**config.mk**
```make
export PLATFORM = sky130hd
export DESIGN_NAME = devwin_top
export DESIGN_NICKNAME = d
export VERILOG_FILES = /design/src/rtl/devwin_pkg.sv /design/src/rtl/devwin_cfg.sv /design/src/rtl/devwin_match.sv /design/src/rtl/devwin_perm.sv /design/src/rtl/devwin_top.sv
export SDC_FILE = /design/constraint.sdc
export NUM_CORES = 1
export LEC_CHECK = 0
export BUFFER_PORTS_ARGS = -buffer_cell sky130_fd_sc_hd__buf_2
export CORE_MARGIN = 2
export CORE_UTILIZATION = 25
export CTS_BUF_LIST = sky130_fd_sc_hd__clkbuf_2
export DETAILED_ROUTE_END_ITERATION = 12
export GPL_TIMING_DRIVEN = 0
export PLACE_DENSITY = 0.57
export SYNTH_ARGS = -nofsm -noshare
export SYNTH_HDL_FRONTEND = slang
export SYNTH_SLANG_ARGS = --single-unit
```
**constraint.sdc**
```tcl
create_clock -name clk -period 2.55 [get_ports clk]
set_input_delay 0.1275 -clock clk [delete_from_list [all_inputs] [get_ports clk]]
set_output_delay 0.1275 -clock clk [all_outputs]
set_load 0.05 [all_outputs]
```
**src/rtl/devwin_pkg.sv**
```systemverilog
package devwin_pkg;

    // Register block geometry and control register layout
    localparam int BLK_LG    = 6;                 // 64-byte blocks
    localparam int IDX_W     = 9;                 // up to 512 blocks
    localparam int WIN_LG    = BLK_LG + IDX_W;    // 32 KB window span
    localparam int CFG_W     = 32;
    localparam int MAX_PA_W  = 36;
    localparam int BASE_W    = MAX_PA_W - WIN_LG; // 21 base bits
    localparam int BASE_LSB  = 11;
    localparam int EN_BIT    = 10;
    localparam int RSV_BIT   = 9;
    localparam int PERM_W    = 4;

    // Grant bit positions
    localparam int G_UR = 0;
    localparam int G_UW = 1;
    localparam int G_SR = 2;
    localparam int G_SW = 3;

    typedef enum logic [1:0] {
        MODE_KERNEL = 2'b00,
        MODE_SUPER  = 2'b01,
        MODE_USER   = 2'b10,
        MODE_USER2  = 2'b11
    } priv_mode_e;

    typedef struct packed {
        logic             en;
        logic             rsv0;
        logic [IDX_W-1:0] last_blk;
    } win_ctl_t;

    typedef struct packed {
        logic              hit;
        logic [IDX_W-1:0]  idx;
        logic [BLK_LG-1:0] off;
    } win_dec_t;

    function automatic logic grant_ok(input priv_mode_e m, input logic wr,
                                      input logic [PERM_W-1:0] g);
        case (m)
            MODE_KERNEL: return 1'b1;
            MODE_SUPER:  return wr ? g[G_SW] : g[G_SR];
            default:     return wr ? g[G_UW] : g[G_UR];
        endcase
    endfunction

endpackage

```
**src/rtl/devwin_cfg.sv**
```systemverilog
module devwin_cfg
    import devwin_pkg::*;
#(
    parameter int PA_W = 32
) (
    input  logic                clk,
    input  logic                rst,
    input  logic                we,
    input  logic [CFG_W-1:0]    wdata,
    output logic [CFG_W-1:0]    rdata,
    output win_ctl_t            ctl,
    output logic [BASE_W-1:0]   base
);
    localparam int IMPL_BASE_W = PA_W - WIN_LG;
    localparam logic [BASE_W-1:0] IMPL_MASK = BASE_W'((64'd1 << IMPL_BASE_W) - 64'd1);

    logic [BASE_W-1:0] base_q;
    win_ctl_t          ctl_q;

    always_ff @(posedge clk) begin
        if (rst) begin
            base_q <= '0;
            ctl_q  <= '0;
        end else if (we) begin
            base_q       <= wdata[BASE_LSB +: BASE_W];
            ctl_q.en     <= wdata[EN_BIT];
            ctl_q.rsv0   <= wdata[RSV_BIT];
            ctl_q.last_blk <= wdata[IDX_W-1:0];
        end
    end

    // Unimplemented upper address bits read and compare as zero
    assign base = base_q & IMPL_MASK;
    assign ctl  = ctl_q;

    always_comb begin
        rdata                     = '0;
        rdata[BASE_LSB +: BASE_W] = base;
        rdata[EN_BIT]             = ctl_q.en;
        rdata[RSV_BIT]            = ctl_q.rsv0;
        rdata[IDX_W-1:0]          = ctl_q.last_blk;
    end
endmodule

```
**src/rtl/devwin_match.sv**
```systemverilog
module devwin_match
    import devwin_pkg::*;
#(
    parameter int PA_W = 32
) (
    input  logic              valid,
    input  logic [PA_W-1:0]   paddr,
    input  logic [BASE_W-1:0] base,
    input  win_ctl_t          ctl,
    output win_dec_t          dec
);
    logic [MAX_PA_W-1:0] pa_full;
    logic [IDX_W-1:0]    idx;
    logic                in_base;
    logic                in_size;
    logic                hit;

    always_comb begin
        pa_full = MAX_PA_W'(paddr);
        idx     = pa_full[WIN_LG-1:BLK_LG];
        in_base = (pa_full[MAX_PA_W-1:WIN_LG] == base);
        in_size = (idx <= ctl.last_blk);
        hit     = valid & ctl.en & in_base & in_size;
        dec.hit = hit;
        dec.idx = hit ? idx : '0;
        dec.off = hit ? pa_full[BLK_LG-1:0] : '0;
    end
endmodule

```
**src/rtl/devwin_perm.sv**
```systemverilog
module devwin_perm
    import devwin_pkg::*;
(
    input  win_dec_t          dec,
    input  logic              rsv0,
    input  logic [1:0]        mode,
    input  logic              wr,
    input  logic [PERM_W-1:0] grant,
    output logic              fault
);
    priv_mode_e m;
    logic       reserved_blk;

    always_comb begin
        m            = priv_mode_e'(mode);
        reserved_blk = rsv0 && (dec.idx == '0);
        fault        = dec.hit && (m != MODE_KERNEL) &&
                       (reserved_blk || !grant_ok(m, wr, grant));
    end
endmodule

```
**src/rtl/devwin_top.sv**
```systemverilog
module devwin_top
    import devwin_pkg::*;
#(
    parameter int PA_W = 32
) (
    input  logic              clk,
    input  logic              rst,
    input  logic              cfg_we,
    input  logic [31:0]       cfg_wdata,
    output logic [31:0]       cfg_rdata,
    input  logic              req_valid,
    input  logic [PA_W-1:0]   req_paddr,
    input  logic              req_write,
    input  logic [1:0]        req_mode,
    input  logic [3:0]        acw_perm,
    output logic              win_hit,
    output logic [8:0]        blk_idx,
    output logic [5:0]        blk_off,
    output logic              dev_fault
);
    win_ctl_t          ctl;
    logic [BASE_W-1:0] base;
    win_dec_t          dec;

    devwin_cfg #(.PA_W(PA_W)) u_cfg (
        .clk   (clk),
        .rst   (rst),
        .we    (cfg_we),
        .wdata (cfg_wdata),
        .rdata (cfg_rdata),
        .ctl   (ctl),
        .base  (base)
    );

    devwin_match #(.PA_W(PA_W)) u_match (
        .valid (req_valid),
        .paddr (req_paddr),
        .base  (base),
        .ctl   (ctl),
        .dec   (dec)
    );

    devwin_perm u_perm (
        .dec   (dec),
        .rsv0  (ctl.rsv0),
        .mode  (req_mode),
        .wr    (req_write),
        .grant (acw_perm),
        .fault (dev_fault)
    );

    assign win_hit = dec.hit;
    assign blk_idx = dec.idx;
    assign blk_off = dec.off;
endmodule

```
Word level (Yosys, flattened, before mapping)

Index checks and enable logic that the tools add are counted.

Bits in registers: 28
Input bits: 75
Output and inout port bits: 49
Logic and storage cells: 23

$lt $le $gt $ge: 1
Equal/unequal tests: 2
Mux-type cells: 5
Bitwise gates (word level): 3
Reductions and logical operators: 8

Operators by type and width:

| kind                                                                  | count |
|---|---|
| 17-bit equality test                                                  | 1 |
| 9-bit <= comparator                                                   | 1 |
| 9-bit zero test                                                       | 1 |
| 9-bit 2-to-1 mux                                                      | 1 |
| 6-bit 2-to-1 mux                                                      | 1 |
| 1-bit AND                                                             | 3 |
| 1-bit logical AND                                                     | 3 |
| 2-bit by 1-bit equality test with 1-bit output, second input constant | 1 |
| 2-bit zero test                                                       | 1 |
| 1-bit 2-to-1 mux                                                      | 2 |
| 1-bit one-hot mux with 2 select lines                                 | 1 |
| 2-bit nonzero test                                                    | 1 |
| 1-bit zero test                                                       | 1 |
| 1-bit logical OR                                                      | 1 |

Logic depth before layout (Yosys ltp)

Gate-level depths: netlist of the first run.

Word-level depth: 8
Depth in mapped cells: 7
Mapped depth without buffers: 6

By module

A second synthesis of the first run with hierarchy kept.

Cell total of the unflattened synthesis: 210
Area total of the unflattened synthesis: 1983.2 um^2

By module, submodules not included:

| module       | instances | cells an instance | area an instance (um^2) | seq. area each (um^2) |
|---|---|---|---|---|
| devwin_cfg   | 1         | 127               | 1286.2                  | 560.5 |
| devwin_match | 1         | 77                | 639.4                   | 0.0 |
| devwin_perm  | 1         | 6                 | 57.6                    | 0.0 |

Least setup slack after synthesis of the first run

No wires, ideal clock.

Path type: reg-to-output
From: register u_cfg.ctl_q, in the netlist u_cfg.ctl[6]
To: output blk_off[0]
Arrival time: 4.249 ns
Data required time: 2.423 ns
Path slack: -1.827 ns
Cell stages (with the launch flop): 7
Buffers on the path: 0
Cells stage by stage: dfxtp_1 > inv_1 > ha_1 > a211oi_2 > nor2_1 > a2111o_1 > a2111oi_0

Word-level cells in the longest chain between the ends: 3

Ends and longest elaborated chain:

| what                | line               | text |
|---|---|---|
| from (decl)         | devwin_cfg.sv:18   | `win_ctl_t ctl_q;` |
| 9-bit <= comparator | devwin_match.sv:22 | `in_size = (idx <= ctl.last_blk);` |
| 1-bit AND           | devwin_match.sv:23 | `hit = valid & ctl.en & in_base & in_size;` |
| 6-bit 2-to-1 mux    | devwin_match.sv:26 | `dec.off = hit ? pa_full[BLK_LG-1:0] : '0;` |
| to (decl)           | devwin_top.sv:18   | `output logic [5:0] blk_off,` |

Every way passes these cells.

Worst setup path after layout of the first run

From: register u_cfg.ctl_q, in the netlist u_cfg.ctl[8]
To: output blk_idx[1]

Word-level cells in the longest chain between the ends: 3

Ends and longest elaborated chain:

| what                | line               | text |
|---|---|---|
| 9-bit <= comparator | devwin_match.sv:22 |  |
| 1-bit AND           | devwin_match.sv:23 |  |
| 9-bit 2-to-1 mux    | devwin_match.sv:25 | `dec.idx = hit ? idx : '0;` |
| to (decl)           | devwin_top.sv:17   | `output logic [8:0] blk_idx,` |

Every way passes these cells.

==> metrics.yaml, run 1 <==
status:
  status: "finished, violations left"
  violations: "setup timing"
global_routing:
  use_met2: 0.2645
  grtUsageTotal: 0.1430
  antenna_found_initial: 0
  grt_pass1_vias: 1929
  top_usage_layer: "met2"
  use_met1: 0.1770
  grt_pass1_wl_mm: 8.894
  grt-ovfl-total: 0
  grt_util_met3: 0.01866
  grt_max_degree: 16
floorplan:
  start_util: 0.2603
  dieArea_mm2: 0.007802
  die_x_um: 88.33
  dieHeight_um: 88.33
  core_mm2: 0.006832
  num_rows: 30
  io_pins: 124
cts:
  cts_buffer_depth: 2
  cts.clk_slew.worst_paths_ns: 0.28
  htree_num_levels: 1
  ctsRootBufferMaster: "clkbuf_2"
  clock_sinks: 28
  tritoncts: "done"
  clock_latency_ns: 0.36
  numCtsBuffers: 3
flow_run:
  drv_cap: 0
routing:
  vias: 1924
  drc: 0
  drtIter0Drc: 46
  routedWlPerCell_um: 12.53
  routed_via_density: 4.295
  firstDrtPassIters: 4
  postRouteAntennaNets: 0
  wl_mm: 5.614
timing:
  fin_crit_sh: 1.021
  fin_setup_tns_ns: -0.6157
  period_minus_slack_ns: 2.605
  rsz0062_at_grt: "true"
  finClkSkew_ns: 0
  hold_viol_final: 0
  setup_ws_ns: -0.05479
  hold_slack_ns: 0.1202
  relSlewSlack: 0.5329
  tightest_slew_ns: 0.7007
  setup_violations: 16
  slew_violations: 0
  fmax_ghz: 0.3839
placement:
  hpwl_mm: 4.310
  post-place-ws_ns: -0.1786
  numPortBuffers: 113
  finalWeightedCongestion: 0.7661
final_layout:
  nFillCells: 660
  drive_above_1_share: 0.5511
  antennaDiodeCount: 0
  nets: 437
  area_delta_synth_final_pct: 91.27
worst_setup_path:
  path_max_fanout: 5
  path_class: "reg2out"
  cp-start-kind: "flip-flop"
  endpoint_kind: "output pin"
  crit_required_ns: 2.42
  cp_data_arrival_time_ns: 2.48
yosys:
  ys_ff_latch: 28
  netlist_area_mm2: 0.001778
  synth_cell_types: 28
  postSynthAreaPerCell_um2: 9.165
  synth-seq-area-share: 0.3153
  synth-warning-count: 0
  synth_cells: 194
power_and_ir_drop:
  powerDensity_mw_per_mm2: 327.9
  power_leakage_nw: 1.559
  ir_drop_v: 0.0001958
  p_total_mw: 1.115
hold_path:
  hold_path_class: "in2reg"
flip-flops by register name, indices dropped and copies added (netlist names):
register and count:
u_cfg.ctl 11, u_cfg.base_q 17
final cells by class:
cell class	count	area, um^2	share of cell area
Clock buffer	3	15.01	0.004415
Multi-Input combinational cell	130	1390	0.4088
Tap cell	96	120.1	0.03532
Buffer	15	110.1	0.03238
Sequential cell	28	614.3	0.1806
Clock inverter	1	3.754	0.001104
Inverter	24	90.09	0.02649
Timing Repair Buffer	151	1057	0.3109
stage by stage:
step | cell area, um^2 | utilization | cells
after floorplan | 2152 | - | 197
after global placement | 2838 | 0.4154 | 406
after detailed placement | 2838 | 0.4154 | 406
after CTS | 3390 | 0.4962 | 447
after global routing | 3401 | 0.4978 | 448
final | 3401 | 0.4978 | 448
logic make-up (layout without fill, tap and decap cells):
logic type,Yosys count,in the layout,share of synthesized area
AND/OR/NAND/NOR,45,45,0.1091
XOR/XNOR,17,17,0.08374
flip-flops,28,28,0.3153
other,1,4,0.002109
buffers and inverters,39,194,0.09993
multiplexers,30,30,0.1689
AO/OA/AOI/OAI,25,25,0.1576
adder cells (fa/ha/maj),9,9,0.06334
cell usage after synthesis:
cell type   n  area [um^2]
mux2i_1    30        300.3
nor2_1     30        112.6
dfxtp_1    28        560.5
inv_1      24        90.09
xor2_1     16        140.1
ha_1        9        112.6
a2111oi_2   8        120.1
a2111oi_0   7        61.31
buf_4       5        37.54
nor4_1      5        31.28
buf_2       4        20.02
clkbuf_1    4        15.01
nand2_1     4        15.01
nand4_1     4        25.02
a21oi_1     2        10.01
o21ai_0     2        10.01
a2111o_1    1        11.26
a2111oi_4   1        27.53
a211oi_1    1        7.510
a211oi_2    1        12.51
buf_1       1        3.750
buf_6       1        11.26
conb_1      1        3.750
nand3_1     1        5.000
nor3_1      1        5.000
o2111ai_1   1        8.760
o221a_2     1        11.26
xnor2_1     1        8.760
per-layer routing:
layer	share of wire	up-vias
li1	-	980
met1	0.44	862
met2	0.49	80
met3	0.071	2
met4	0.0037	0
met5	0	-
power by group:
group	leakage (nW)	internal (mW)	switching, mW
sequential	0.242	0.463	0.0225
combinational	1.30	0.198	0.263
clock	0.0140	0.0340	0.135
total	1.56	0.694	0.421
worst max-delay path, stage by stage (launching register included):
cell and delay (ns):
dfxtp_4 0.41, inv_2 0.04, ha_4 0.20, nand4_1 0.13
inv_1 0.05, a2111o_2 0.55, clkbuf_16 0.20, a2111oi_4 0.31
buf_6 0.21
cells in the final DEF (no fill, tap or decap), types with 2 or more instances in the layout:
cell type      netlist  routed
conb_1               1       4
nand4_1              4       4
nor4_1               5       5
dfxtp_1             28       7
buf_2                4      99
a2111oi_4            1      16
dfxtp_4              0      11
inv_2                0       6
buf_6                1      19
dlygate4sd3_1        0      28
nor2_1              30      30
mux2i_1             30      30
buf_12               0       2
buf_4                5      13
clkbuf_2             0       3
nand2_1              4       3
inv_1               24      18
dfxtp_2              0      10
xor2_1              16      16
ha_1                 9       2
ha_4                 0       6
clkbuf_1             4       4
worst paths after layout:
check | start | endpoint | slack (ns) | cells after the start
setup / recovery | u_cfg.ctl[8]$_SDFFE_PP0P_ | blk_idx[1] | -0.05 | 8
hold / removal | rst | u_cfg.base_q[5]$_SDFFE_PP0P_ | 0.12 | 2
setup reg to reg | u_cfg.ctl[2]$_SDFFE_PP0P_ | u_cfg.ctl[2]$_SDFFE_PP0P_ | 1.76 | 3
hold reg to reg | u_cfg.ctl[10]$_SDFFE_PP0P_ | u_cfg.ctl[10]$_SDFFE_PP0P_ | 0.55 | 2
repair_timing:
| item | 4_1_cts | 5_1_grt |
|---|---|---|
| setup endpoints to repair | 17 | 17 |
| pin swaps | 14 | 0 |
| resized for setup | 45 | 3 |
| hold endpoints to repair | 28 | 0 |
| hold buffers | 28 | 0 |
| cloned | 1 | 0 |
| setup buffers | 8 | 1 |
Note: power is estimated with default switching activity, not from simulation.
==> inputs of run 2 (changes only) <==
--- a/config.mk
+++ b/config.mk
@@ -12,6 +12,7 @@
 export DETAILED_ROUTE_END_ITERATION = 12
 export GPL_TIMING_DRIVEN = 0
 export PLACE_DENSITY = 0.57
+export SLEW_MARGIN = 20
 export SYNTH_ARGS = -nofsm -noshare
 export SYNTH_HDL_FRONTEND = slang
 export SYNTH_SLANG_ARGS = --single-unit
==> constraint.sdc (replaced) <==
create_clock -name clk -period 2.55 [get_ports clk]
set_input_delay 0.51 -clock clk [delete_from_list [all_inputs] [get_ports clk]]
set_output_delay 0.51 -clock clk [all_outputs]
set_load 0.05 [all_outputs]
==> run 2 against run 1 <==
Effect of this change:
- the flow still finishes with violations (setup timing)
- highest routed layer unchanged
- count of clock-buffer cells in the layout stayed put
- register-to-register slack about the same
- fmax fell by 13%
- cell area is 10% lower
- wire length decreased by 4.4%
- combinational power decreased by 11%
- largest power group unchanged
- sequential share of layout area rose by 0.99 points
- total power down 4.6%
- largest cell class unchanged
- first-iteration DRC count shrank 37%
- non-clock buffer count is 28 lower
==> metrics.yaml, run 2 (same netlist as run 1, synthesis figures left out) <==
worst_setup_path:
  path_max_fanout: 7  # +2
  path_class: "reg2out"
  endpoint_kind: "output pin"
  slowest_stage: "a2111o_2"
  path_cells: "inv_2 > ha_4 > nand4_1 > inv_1 > a2111o_2 > buf_12 > a2111oi_4 > buf_6"
  cp-start-kind: "flip-flop"
  slowest_delay_ns: 0.52  # -0.03 ns
  crit_required_ns: 2.04  # -0.38 ns
  cp_data_arrival_time_ns: 2.49  # about the same
global_routing:
  grtUsageTotal: 0.1327  # -0.01025
  antenna_found_initial: 0  # unchanged
  grt_pass1_vias: 1811  # -6.1%
  grt_max_degree: 16  # unchanged
  grt_pass1_wl_mm: 8.252  # -7.2%
  grt-ovfl-total: 0  # unchanged
floorplan:
  die_x_um: 88.33  # unchanged
  dieArea_mm2: 0.007802  # unchanged
  core_mm2: 0.006832  # unchanged
  start_util: 0.2603  # unchanged
  io_pins: 124  # unchanged
  num_rows: 30  # unchanged
  dieHeight_um: 88.33  # unchanged
timing:
  fmax_ghz: 0.3330  # -13%
  setup_ws_ns: -0.4527  # -0.3979 ns
  tightest_slew_ns: 0.6785  # -0.02221 ns
  hold_viol_final: 0  # unchanged
  relSlewSlack: 0.5477  # +0.01481
  fin_crit_sh: 1.178  # +0.1560
  rsz0062_at_grt: "true"
  period_minus_slack_ns: 3.003  # +0.3979 ns
  finClkSkew_ns: 0  # unchanged
  fin_setup_tns_ns: -7.123  # -6.507 ns
  slew_violations: 0  # unchanged
  setup_violations: 17  # +1
hold_path:
  hold_path_class: "in2reg"
flow_run:
  drv_cap: 0  # unchanged
cts:
  cts.clk_slew.worst_paths_ns: 0.28  # about the same
  htree_num_levels: 1  # unchanged
  cts_buffer_depth: 2  # unchanged
  ctsHoldBuffers: 0  # -100%
  clock_sinks: 28  # unchanged
  clock_latency_ns: 0.37  # about the same
  numCtsBuffers: 3  # unchanged
  tritoncts: "done"
  ctsRootBufferMaster: "clkbuf_2"
status:
  status: "finished, violations left"
  violations: "setup timing"
power_and_ir_drop:
  pwr-share-clk: 0.158  # +0.006
  p_total_mw: 1.064  # -4.6%
  p_int_uw: 655.5  # -5.6%
  combPwrFrac: 0.383  # -0.030
  powerDensity_mw_per_mm2: 347.6  # +6.0%
  swShare: 0.3839  # +0.006355
  power_leakage_nw: 1.428  # -8.4%
  seqPwrFrac: 0.459  # +0.024
  ir_drop_v: 0.0001507  # -23%
  switching_power_uw: 408.5  # -3.0%
routing:
  vias: 1843  # -4.2%
  routedWlPerCell_um: 12.77  # +1.9%
  postRouteAntennaNets: 0  # unchanged
  routed_via_density: 4.388  # +2.2%
  drc: 0  # unchanged
  firstDrtPassIters: 4  # unchanged
  drtIter0Drc: 29  # -37%
  wl_mm: 5.365  # -4.4%
final_layout:
  final_cell_mix: "buf_2 (99), nor2_1 (30), mux2i_1 (30)"
  nets: 409  # -6.4%
  drive_above_1_share: 0.5648  # +0.01368
  final_common_cell: "buf_2"
  antennaDiodeCount: 0  # unchanged
  regMostFlops: "u_cfg.base_q"
  fin_cells: 420  # -6.3%
  largest_register_ffs: 17  # unchanged
  area_delta_synth_final_pct: 72.13
placement:
  hpwl_mm: 4.343  # +0.76%
  finalWeightedCongestion: 0.7595  # -0.86%
  dp.cells: 406  # unchanged
  numPortBuffers: 113  # unchanged
run 2: power by group through the flow:
stage / Clock [mW] / Combinational [mW] / Sequential [mW]
3_3_place_gp: 0 / 0.372 / 0.498
3_5_place_dp: 0 / 0.376 / 0.498
2_1_floorplan: 0 / 0.178 / 0.581
5_1_grt: 0.193 / 0.440 / 0.493
4_1_cts: 0.180 / 0.412 / 0.490
6_report: 0.168 / 0.408 / 0.488
run 2: layout make-up:
class | instances | area [um^2]
Tap cell | 96 | 120.1
Timing Repair Buffer | 123 | 759.5
Inverter | 24 | 90.09
Clock inverter | 1 | 3.754
Buffer | 15 | 105.1
Clock buffer | 3 | 15.01
Multi-Input combinational cell | 130 | 1384
Sequential cell | 28 | 583.1
Fill cell | 699 | 3771
run 2: timing repair:
| action | CTS | global route |
|---|---|---|
| endpoints found under the setup margin | 17 | 17 |
| setup buffers | 10 | 0 |
| gates resized for setup | 50 | 0 |
| pin swaps | 5 | 3 |
run 2: final timing paths:
kind | from | endpoint | cells past startpoint | slack, ns
max | u_cfg.ctl[8]$_SDFFE_PP0P_ | blk_off[1] | 8 | -0.45
min | cfg_wdata[17] | u_cfg.base_q[6]$_SDFFE_PP0P_ | 3 | 0.34
max reg2reg | u_cfg.ctl[2]$_SDFFE_PP0P_ | u_cfg.ctl[2]$_SDFFE_PP0P_ | 3 | 1.75
min reg2reg | u_cfg.ctl[3]$_SDFFE_PP0P_ | u_cfg.ctl[3]$_SDFFE_PP0P_ | 2 | 0.54
run 2: per-stage QoR:
stage | cell area (um^2) | setup slack (ns) | hold WS (ns) | util
after global placement | 2761 | -0.8365 | 0.4800 | 0.4042
final | 3060 | -0.4527 | 0.3400 | 0.4480
after CTS | 3060 | -0.4882 | 0.3172 | 0.4480
after global routing | 3060 | -0.5711 | 0.3110 | 0.4480
after floorplan | 2076 | -0.5693 | 0.4839 | -
after detailed placement | 2761 | -0.8529 | 0.4871 | 0.4042
run 2: worst max-delay path: cells and delay by family, from the launching register on:
family / cells / cell delay [ns]
AO/OA/AOI/OAI: 2 / 0.88
adder cells (fa/ha/maj): 1 / 0.21
buffers and inverters: 4 / 0.48
flip-flops: 1 / 0.41
AND/OR/NAND/NOR: 1 / 0.14
run 2: layer usage:
metal / part of all wire / GRT usage
met5: 0 / 0
met4: 0.0056 / 0.02893
met3: 0.069 / 0.02146
met2: 0.47 / 0.2468
met1: 0.45 / 0.1600
